==> config.mk <==
export PLATFORM = sky130hd
export DESIGN_NAME = dbg_suspend_combiner
export DESIGN_NICKNAME = d
export VERILOG_FILES = /design/src/rtl/dbgsusp_pkg.sv /design/src/rtl/dbgsusp_sync.sv /design/src/rtl/dbgsusp_cfg.sv /design/src/rtl/dbgsusp_lane.sv /design/src/rtl/dbg_suspend_combiner.sv
export SDC_FILE = /design/constraint.sdc
export NUM_CORES = 1
export LEC_CHECK = 0
export CAP_MARGIN = 20
export CORE_MARGIN = 8
export CORE_UTILIZATION = 47
export DETAILED_ROUTE_END_ITERATION = 8
export PLACE_DENSITY_LB_ADDON = 0.12
export SLEW_MARGIN = 20
export SYNTH_ARGS = -nofsm -noshare
export SYNTH_HDL_FRONTEND = slang
export SYNTH_SLANG_ARGS = --single-unit
==> constraint.sdc <==
create_clock -name clk -period 1.85 [get_ports clk]
set_input_delay 0.185 -clock clk [delete_from_list [all_inputs] [get_ports clk]]
set_output_delay 0.185 -clock clk [all_outputs]
set_load 0.01 [all_outputs]
==> src/rtl/dbgsusp_pkg.sv <==
package dbgsusp_pkg;

  localparam int SEL_W = 3;

  typedef enum logic [SEL_W-1:0] {
    SEL_OFF = 3'd0,
    SEL_A   = 3'd1,
    SEL_B   = 3'd2,
    SEL_AND = 3'd3,
    SEL_OR  = 3'd4
  } susp_sel_e;

  // Map a select code and the two synchronized halts to one suspend bit.
  function automatic logic susp_combine(input logic [SEL_W-1:0] sel,
                                        input logic a, input logic b);
    logic r;
    case (sel)
      SEL_A:   r = a;
      SEL_B:   r = b;
      SEL_AND: r = a & b;
      SEL_OR:  r = a | b;
      default: r = 1'b0;
    endcase
    return r;
  endfunction

endpackage

==> src/rtl/dbgsusp_sync.sv <==
module dbgsusp_sync #(
  parameter int STAGES = 2
) (
  input  logic clk,
  input  logic rst_n,
  input  logic d_i,
  output logic q_o
);

  logic [STAGES-1:0] chain_q;

  generate
    for (genvar s = 0; s < STAGES; s++) begin : g_stage
      if (s == 0) begin : g_first
        always_ff @(posedge clk or negedge rst_n) begin
          if (!rst_n) chain_q[0] <= 1'b0;
          else        chain_q[0] <= d_i;
        end
      end else begin : g_next
        always_ff @(posedge clk or negedge rst_n) begin
          if (!rst_n) chain_q[s] <= 1'b0;
          else        chain_q[s] <= chain_q[s-1];
        end
      end
    end
  endgenerate

  assign q_o = chain_q[STAGES-1];

endmodule

==> src/rtl/dbgsusp_cfg.sv <==
module dbgsusp_cfg
  import dbgsusp_pkg::*;
#(
  parameter int NUM_MOD = 6,
  parameter int IDX_W   = 3
) (
  input  logic                         clk,
  input  logic                         rst_n,
  input  logic                         we_i,
  input  logic [IDX_W-1:0]             idx_i,
  input  logic [SEL_W-1:0]             sel_i,
  output logic [NUM_MOD-1:0][SEL_W-1:0] sel_o
);

  generate
    for (genvar m = 0; m < NUM_MOD; m++) begin : g_field
      logic hit;
      assign hit = we_i && (idx_i == IDX_W'(m));
      always_ff @(posedge clk or negedge rst_n) begin
        if (!rst_n)   sel_o[m] <= SEL_OFF;
        else if (hit) sel_o[m] <= sel_i;
      end
    end
  endgenerate

endmodule

==> src/rtl/dbgsusp_lane.sv <==
module dbgsusp_lane
  import dbgsusp_pkg::*;
#(
  parameter bit USED = 1'b1
) (
  input  logic             clk,
  input  logic             rst_n,
  input  logic [SEL_W-1:0] sel_i,
  input  logic             halt_a_i,
  input  logic             halt_b_i,
  output logic             susp_o
);

  generate
    if (USED) begin : g_live
      always_ff @(posedge clk or negedge rst_n) begin
        if (!rst_n) susp_o <= 1'b0;
        else        susp_o <= susp_combine(sel_i, halt_a_i, halt_b_i);
      end
    end else begin : g_tied
      logic unused_in;
      assign unused_in = ^{sel_i, halt_a_i, halt_b_i, clk, rst_n};
      assign susp_o    = 1'b0;
    end
  endgenerate

endmodule

==> src/rtl/dbg_suspend_combiner.sv <==
module dbg_suspend_combiner
  import dbgsusp_pkg::*;
#(
  parameter int               NUM_MOD  = 6,
  parameter logic [NUM_MOD-1:0] USE_MASK = 6'b101111,
  parameter int               SYNC_STG = 2,
  localparam int              IDX_W    = (NUM_MOD > 1) ? $clog2(NUM_MOD) : 1
) (
  input  logic               clk,
  input  logic               rst_n,
  input  logic               halt_a_i,
  input  logic               halt_b_i,
  input  logic               cfg_we_i,
  input  logic [IDX_W-1:0]   cfg_idx_i,
  input  logic [SEL_W-1:0]   cfg_sel_i,
  output logic [NUM_MOD-1:0] susp_o
);

  logic a_sync, b_sync;
  logic [NUM_MOD-1:0][SEL_W-1:0] sel_q;

  dbgsusp_sync #(.STAGES(SYNC_STG)) u_sync_a (
    .clk(clk), .rst_n(rst_n), .d_i(halt_a_i), .q_o(a_sync));

  dbgsusp_sync #(.STAGES(SYNC_STG)) u_sync_b (
    .clk(clk), .rst_n(rst_n), .d_i(halt_b_i), .q_o(b_sync));

  dbgsusp_cfg #(.NUM_MOD(NUM_MOD), .IDX_W(IDX_W)) u_cfg (
    .clk(clk), .rst_n(rst_n), .we_i(cfg_we_i), .idx_i(cfg_idx_i),
    .sel_i(cfg_sel_i), .sel_o(sel_q));

  generate
    for (genvar m = 0; m < NUM_MOD; m++) begin : g_lane
      dbgsusp_lane #(.USED(USE_MASK[m])) u_lane (
        .clk(clk), .rst_n(rst_n), .sel_i(sel_q[m]),
        .halt_a_i(a_sync), .halt_b_i(b_sync), .susp_o(susp_o[m]));
    end
  endgenerate

endmodule

# After elaboration in Yosys (flattened, before gate mapping)
# Cells that the tools add are included.
word_totals:
  wordCells: 51
  inputBits: 11
  out_inout_bits: 6
  regBits: 24
op_classes:
  bitwise_logic: 2
  muxes: 5
  n_eq_ne: 24
  n_reduce_logical: 6
op_table:
  columns: ["cell", "count"]
  rows:
  - ["equality test 3 x 2 -> 1 bit, second input constant", 12]
  - ["one-hot mux 1 bit (4 select lines)", 5]
  - ["equality test 3 x 1 -> 1 bit, second input constant", 6]
  - ["equality test 3 bit, second input constant", 6]
  - ["logical AND 1 bit", 5]
  - ["zero test 3 bit", 1]
  - ["bitwise AND 1 bit", 1]
  - ["OR 1 bit", 1]

# Logic depth before layout (Yosys ltp)
# Gate-level depths: netlist of the first run.
depth:
  ltp_word: 2
  depth_mapped: 4

# By module
# Synthesis of the first run repeated with hierarchy kept, for this count alone.
unflattened:
  hier_cells: 83
  hier_area_um2: 1238.7
by_module_without_submodules:
  columns: ["mod", "cells_per_inst", "seq_area_each_um2", "n_inst", "area_each_um2"]
  rows:
  - ["dbgsusp_cfg", 42, 450.4, 1, 777.0]
  - ["dbgsusp_lane at g_lane[0].u_lane ...", 7, 25.0, 5, 70.1]
  - ["dbgsusp_sync", 2, 50.0, 2, 50.0]
  - ["dbgsusp_lane at g_lane[4].u_lane", 2, 0.0, 1, 11.3]

# Worst setup path before layout of the first run
# Ideal clock, no wire load.
synth_path:
  path_type: "reg2reg"
  startpoint: "register u_cfg.sel_o[10] (netlist bit)"
  endpoint: "register g_lane[3].u_lane.susp_o"
  path_slack_ps: 768
  t_arrival_ps: 1015
  required_time_ps: 1783
  setup_time_ps: 67
  path_stages_with_launch: 4
  path_cell_list: "dfrtp_1 or3b_2 o31ai_1 a32o_1"
synth_between:
  elab_chain_cells: 2
  word_cells_on_any_way: 5
  classes_between: "4 x eq/ne; 1 x mux"
synth_rtl:
  columns: ["element", "line_no", "text"]
  rows:
  - ["from (decl)", "dbgsusp_cfg.sv:12", "output logic [NUM_MOD-1:0][SEL_W-1:0] sel_o"]
  - ["from (signal, indexed assignment)", "dbgsusp_cfg.sv:21", "else if (hit) sel_o[m] <= sel_i;"]
  - ["equality test 3 bit, or another cell as far along", "dbgsusp_pkg.sv:17", "case (sel)"]
  - ["one-hot mux 1 bit (4 select lines) *", "dbgsusp_pkg.sv:17", null]
  - ["to (signal assigned)", "dbgsusp_lane.sv:18", "else susp_o <= susp_combine(sel_i, halt_a_i, halt_b_i);"]
  - ["to (decl)", "dbgsusp_lane.sv:11", "output logic susp_o"]
# Every way passes the cells marked *; elsewhere a longest branch is shown, timed or not.
# A chain may end at the register's enable or synchronous reset.

# Final worst setup path of the first run
layout_path:
  startpoint: "register g_lane[2].u_lane.susp_o"
  endpoint: "output susp_o[2]"
layout_rtl:
  columns: ["element", "line_no", "text"]
  rows:
  - ["from (decl)", "dbgsusp_lane.sv:11", null]
  - ["from (signal assigned)", "dbgsusp_lane.sv:18", null]
  - ["to (decl)", "dbg_suspend_combiner.sv:16", "output logic [NUM_MOD-1:0] susp_o"]
# No word-level cell between the ends.

==> impl_metrics.json, run 1 <==
{
  "cp-end-kind": "primary output",
  "most-common-layout-cells": "dfrtp_1, mux2_2, clkdlybuf4s50_1, nand4b_1, xor2_1",
  "edff_count_synth": 0,
  "post_synth_instance_area_sq_um": 1110,
  "min_path_type": "in2async",
  "ys_ff_latch": 24,
  "synth_top_cell_by_area": "dfrtp_1",
  "fin_nets": 108,
  "dr_total_vias": 682,
  "crit_path_max_incr_delay_ns": 0.53,
  "tritoncts_clock_tree": "yes",
  "timing.critical_path.from": "g_lane[2].u_lane.susp_o",
  "horizontal_die_dimension_microns": 64.6,
  "type_of_element_launching_the_critical_path": "register",
  "total_die_area_sq_um": 4170,
  "cts_resizes": 0,
  "pwr-share-clk": 0.266,
  "clockRootBuffer": "clkbuf_4",
  "irDropWorstVdd_uv": 591,
  "combPwrFrac": 0.223,
  "synth_largest_type_area_fraction": 0.542,
  "synthesis.instances": 84,
  "syn_nets": 95,
  "critPathRequiredTime_ns": 1.66,
  "clock_buffer_depth": 2,
  "maxCapViolations": 0,
  "layout_worst_path_cycle_share": 0.753,
  "critical_path_peak_fanout": 1,
  "grt_first_pass_wirelength_mm": 3.37,
  "viasPerCell": 5.50,
  "worstRegToRegCells": 3,
  "placement_rows": 17,
  "power.density_nw_per_um2": 1080,
  "register_area_sq_um": 601,
  "clk_latency_ns": 0.31,
  "drcViolationCount": 0,
  "synth_ff_type": "dfrtp_1",
  "p_switching_mw": 0.353,
  "layout.cells.most_common": "dfrtp_1",
  "p_sw_frac": 0.251,
  "p_seq_frac": 0.511,
  "stdcell_count": 124,
  "final_layout_size_suffix_gt1_frac": 0.260,
  "period_needed_ns": 1.39,
  "grt_overflow": 0,
  "area_added_between_synthesis_and_finish_pct": 17.3,
  "drt_first_pass_iters": 2,
  "final-hold-violation-count": 0,
  "io_buffer_count": 15,
  "synth_async_sr_flop_share": 1.00,
  "core_area_sq_um": 2210,
  "dp_cells": 120,
  "worst_r2r_startpoint": "u_cfg.sel_o[10]",
  "grt_start_max_net_pins": 25,
  "multiInputGateArea_sq_um": 450,
  "outcome": "finished, final reports clean",
  "path_depth": 1,
  "cellInternalPower_mw": 1.05,
  "track_usage": 0.105,
  "cpLargestDelayFamily": "buffers and inverters",
  "antennaDiodeCount": 0,
  "cp_slowest_cell": "clkdlybuf4s50_1",
  "wl_per_cell_microns": 16.1,
  "finalMaxSlewViolations": 0,
  "cts_num_sinks": 24,
  "die_y_microns": 64.6,
  "route.final.wire_length_mm": 2.00,
  "syn_avg_cell_area_sq_um": 13.2,
  "post_route_antenna_net_violation_count": 0,
  "postCtsSetupRepairBufs": 0,
  "nFillCells": 192,
  "setup_ws_ns": 0.458,
  "maxClockFrequency_mhz": 718,
  "ioPinCount": 17,
  "start_util": 0.501,
  "synth_sequential_area_ratio": 0.542,
  "totalNegativeSetupSlack_ns": 0,
  "first_global_vias": 729,
  "timing.final.setup_violations": 0,
  "estimated_wirelength_of_the_detail_placed_design_mm": 1.50,
  "post_synth_num_cell_types": 20,
  "whs_ns": 0.208,
  "hold_bufs_inserted_after_cts": 0,
  "grt_setup_unrepaired": "no",
  "cellLeakagePower_nw": 0.552,
  "final_wtd_congestion": 0.682,
  "worst_setup_slack_post_dpl_ns": 0.222,
  "cts_buffers": 3,
  "critPathBufInv": 1,
  "synth.top_cells.by_area": "dfrtp_1, mux2_2, nand4b_1",
  "timing_worst_setup_path_type": "reg2out",
  "cts_clock_pin_slew_for_the_worst_setup_and_hold_paths_ns": 0.13,
  "cts.htree.levels": 1,
  "synth.yosys.warnings": 0,
  "fin_skew_ns": 0.00349,
  "cp.arrival_ns": 1.21,
  "cell_by_cell_trace_of_the_critical_path": "clkdlybuf4s50_1",
  "grt_antenna_before_repair": 0,
  "drt_iter0_drc": 10
}
## worst reg2reg max path, stage by stage, from the launching register on
cell and delay, ns:
dfrtp_1 0.43, or3b_2 0.45, o31ai_1 0.08, a32o_1 0.15
## flip-flops by register name, summed over array words and instances, names as in the netlist
register and flops:
g_lane.u_lane.susp_o 5, u_sync_a.q_o 1, u_sync_b.q_o 1, u_sync_a.chain_q 1, u_cfg.sel_o 15, u_sync_b.chain_q 1
## per-stage QoR
step	power, mW	area, sq um	utilization
after CTS	1.42	1300	0.588
after floorplan	0.942	1110	-
after global routing	1.48	1300	0.588
after detailed placement	1.05	1250	0.564
final	1.41	1300	0.588
after global placement	1.03	1250	0.564
## synthesized netlist by cell type (2+ instances only)
cell and number:
and3b_1 4, nor3b_2 2, nand4b_1 6, o21ai_0 4
xor2_1 5, a21oi_1 4, mux2_2 15, buf_4 6
nand2b_1 4, dfrtp_1 24
## logic make-up after synthesis
family / after synthesis / synth area share
AND/OR/NAND/NOR: 20 / 0.159
buffers and inverters: 9 / 0.0519
multiplexers: 15 / 0.152
flip-flops: 24 / 0.542
other: 1 / 0.00338
XOR/XNOR: 5 / 0.0395
AO/OA/AOI/OAI: 10 / 0.0519
## power groups by stage
stage | registers (mW) | logic [mW] | clock network (mW)
2_1_floorplan | 0.701 | 0.241 | 0
3_5_place_dp | 0.732 | 0.318 | 0
5_1_grt | 0.737 | 0.345 | 0.399
6_report | 0.719 | 0.313 | 0.374
4_1_cts | 0.721 | 0.319 | 0.381
3_3_place_gp | 0.723 | 0.308 | 0
## final timing paths
kind	endpoint	slack, ns
min in group clk	u_sync_a.chain_q[0]	0.29
min reg2reg	u_sync_a.q_o	0.37
max	susp_o[2]	0.46
max reg2reg	g_lane[3].u_lane.susp_o	0.69
max in group asynchronous	g_lane[1].u_lane.susp_o	1.40
min	u_cfg.sel_o[5]	0.21
## layer usage
metal,up-vias,share of wire,GRT usage
met5,-,0,0
met4,0,0.0070,0.0572
met1,350,0.44,0.110
met2,13,0.50,0.181
met3,2,0.047,0.0344
li1,317,-,-
## cell type report
type,instances,area share
sequential,24,0.462
multi-input combinational,51,0.346
timing repair buffer,16,0.121
tap,28,0.0269
clock inverter,1,0.0231
clock buffer,3,0.0173
inverter,1,0.00289
No activity file was read; power rests on OpenSTA's default activity.
==> run 2, diff against run 1 <==
==> constraint.sdc (replaced) <==
create_clock -name clk -period 1.14 [get_ports clk]
set_input_delay 0.114 -clock clk [delete_from_list [all_inputs] [get_ports clk]]
set_output_delay 0.114 -clock clk [all_outputs]
set_load 0.01 [all_outputs]
==> impl_metrics.json, run 2 (synthesis results as in run 1) <==
{
  "post_route_antenna_net_violation_count": 0,
  "fin_nets": 113,
  "grt_start_max_net_pins": 25,
  "clk_latency_ns": 0.31,
  "viasPerCell": 5.36,
  "layout_top_registers": "u_cfg.sel_o x15, g_lane.u_lane.susp_o x5",
  "layout_worst_path_cycle_share": 0.961,
  "nFillCells": 176,
  "largest-register": "u_cfg.sel_o",
  "hold_bufs_inserted_after_cts": 0,
  "total_die_area_sq_um": 4170,
  "timing_worst_setup_path_type": "reg2out",
  "area_added_between_synthesis_and_finish_pct": 23.6,
  "route.final.wire_length_mm": 2.02,
  "drcViolationCount": 0,
  "critical_path_peak_fanout": 1,
  "cts_buffers": 3,
  "finalMaxSlewViolations": 0,
  "cts_clock_pin_slew_for_the_worst_setup_and_hold_paths_ns": 0.13,
  "drt_iter0_drc": 10,
  "outcome": "finished, final reports clean",
  "critPathBufInv": 1,
  "maxClockFrequency_mhz": 913,
  "core_area_sq_um": 2210,
  "horizontal_die_dimension_microns": 64.6,
  "postPlaceCellArea_sq_um": 1300,
  "maxCapViolations": 0,
  "timing.final.setup_violations": 0,
  "grt_setup_unrepaired": "no",
  "track_usage": 0.100,
  "antennaDiodeCount": 0,
  "layout.cells.most_common": "dfrtp_1",
  "type_of_element_launching_the_critical_path": "register",
  "critPathRequiredTime_ns": 1.03,
  "crit_path_max_incr_delay_ns": 0.39,
  "drt_first_pass_iters": 3,
  "tritoncts_clock_tree": "yes",
  "period_needed_ns": 1.10,
  "estimated_wirelength_of_the_detail_placed_design_mm": 1.47,
  "start_util": 0.501,
  "cp.arrival_ns": 0.98,
  "min_path_type": "in2async",
  "stdcell_count": 129,
  "largest_reg_flops": 15,
  "power.density_nw_per_um2": 1680,
  "most-common-layout-cells": "dfrtp_1, mux2_2, dlygate4sd2_1, nand4b_1, clkdlybuf4s50_1",
  "dr_total_vias": 691,
  "grt_first_pass_wirelength_mm": 3.35,
  "wl_per_cell_microns": 15.6,
  "cts_num_sinks": 24,
  "cts.htree.levels": 1,
  "final_wtd_congestion": 0.746,
  "cellLeakagePower_nw": 0.622,
  "cp-end-kind": "primary output",
  "fin_skew_ns": 0.00256,
  "io_buffer_count": 15,
  "dp_cells": 125,
  "first_global_vias": 722,
  "final-hold-violation-count": 0,
  "cell_by_cell_trace_of_the_critical_path": "dlygate4sd2_1",
  "postCtsSetupRepairBufs": 0,
  "final_layout_size_suffix_gt1_frac": 0.317,
  "die_y_microns": 64.6,
  "cpLargestDelayFamily": "flip-flops",
  "ioPinCount": 17,
  "irDropWorstVdd_uv": 1280,
  "placement_rows": 17,
  "cp_slowest_cell": "dfrtp_1",
  "grt_overflow": 0,
  "clock_buffer_depth": 2,
  "final_design_area_excluding_fillers_sq_um": 1370,
  "clockRootBuffer": "clkbuf_4",
  "grt_antenna_before_repair": 0
}
-- run 2: cell count changes in the layout (fill, tap and decap cells not counted), moves of 2 or more --
cell	previous run	this run
dfrtp_2	0	2
dfrtp_1	24	22
dlygate4sd2_1	0	8
nor3b_4	0	2
clkdlybuf4s50_1	15	6
nor3b_2	2	0
buf_4	1	5
-- run 2: timing repair --
| item | CTS | global route |
|---|---|---|
| setup endpoints to repair | 14 | 6 |
| pin swaps | 2 | 1 |
| resized for setup | 11 | 5 |
-- run 2: path summary, 6_finish.rpt --
kind / from / end / slack [ns] / cells after the start
max in group asynchronous: rst_n / u_sync_b.q_o / 0.84 / 2
worst min register to register: u_sync_a.chain_q[0] / u_sync_a.q_o / 0.36 / 0
worst min-delay path: rst_n / g_lane[0].u_lane.susp_o / 0.14 / 2
worst max register to register: u_cfg.sel_o[9] / g_lane[3].u_lane.susp_o / 0.08 / 3
worst max-delay path: g_lane[2].u_lane.susp_o / susp_o[2] / 0.04 / 1
min in group clk: halt_a_i / u_sync_a.chain_q[0] / 0.23 / 1
-- run 2: metal layers --
layer	part of all wire	vias to the layer above	track usage
met4	0	0	0.0245
met5	0	-	0
met1	0.45	343	0.119
met2	0.51	15	0.173
met3	0.046	0	0.0309
li1	-	333	-
-- run 2: power by group --
| part | total, mW | internal (mW) | switching (mW) |
|---|---|---|---|
| registers | 1.15 | 1.03 | 0.123 |
| logic | 0.543 | 0.331 | 0.212 |
| clock network | 0.603 | 0.355 | 0.248 |
-- run 2: metrics by stage --
step	utilization	TNS [ns]	setup slack, ns	power [mW]	hold slack, ns
5_1_grt	0.619	0	0.000798	2.43	0.151
3_3_place_gp	0.587	-4.63	-0.400	1.71	0.336
3_5_place_dp	0.587	-4.75	-0.414	1.75	0.337
4_1_cts	0.613	0	0.0190	2.32	0.148
2_1_floorplan	-	0	0.0581	1.53	-0.182
6_report	0.619	0	0.0445	2.30	0.141
-- run 2: layout make-up --
| cell class | count | area, sq um | area share |
|---|---|---|---|
| Clock buffer | 3 | 22.5 | 0.0164 |
| Clock inverter | 1 | 30.0 | 0.0219 |
| Sequential cell | 24 | 603 | 0.440 |
| Tap cell | 28 | 35.0 | 0.0256 |
| Timing Repair Buffer | 21 | 200 | 0.146 |
| Multi-Input combinational cell | 51 | 475 | 0.347 |
| Inverter | 1 | 3.75 | 0.00274 |
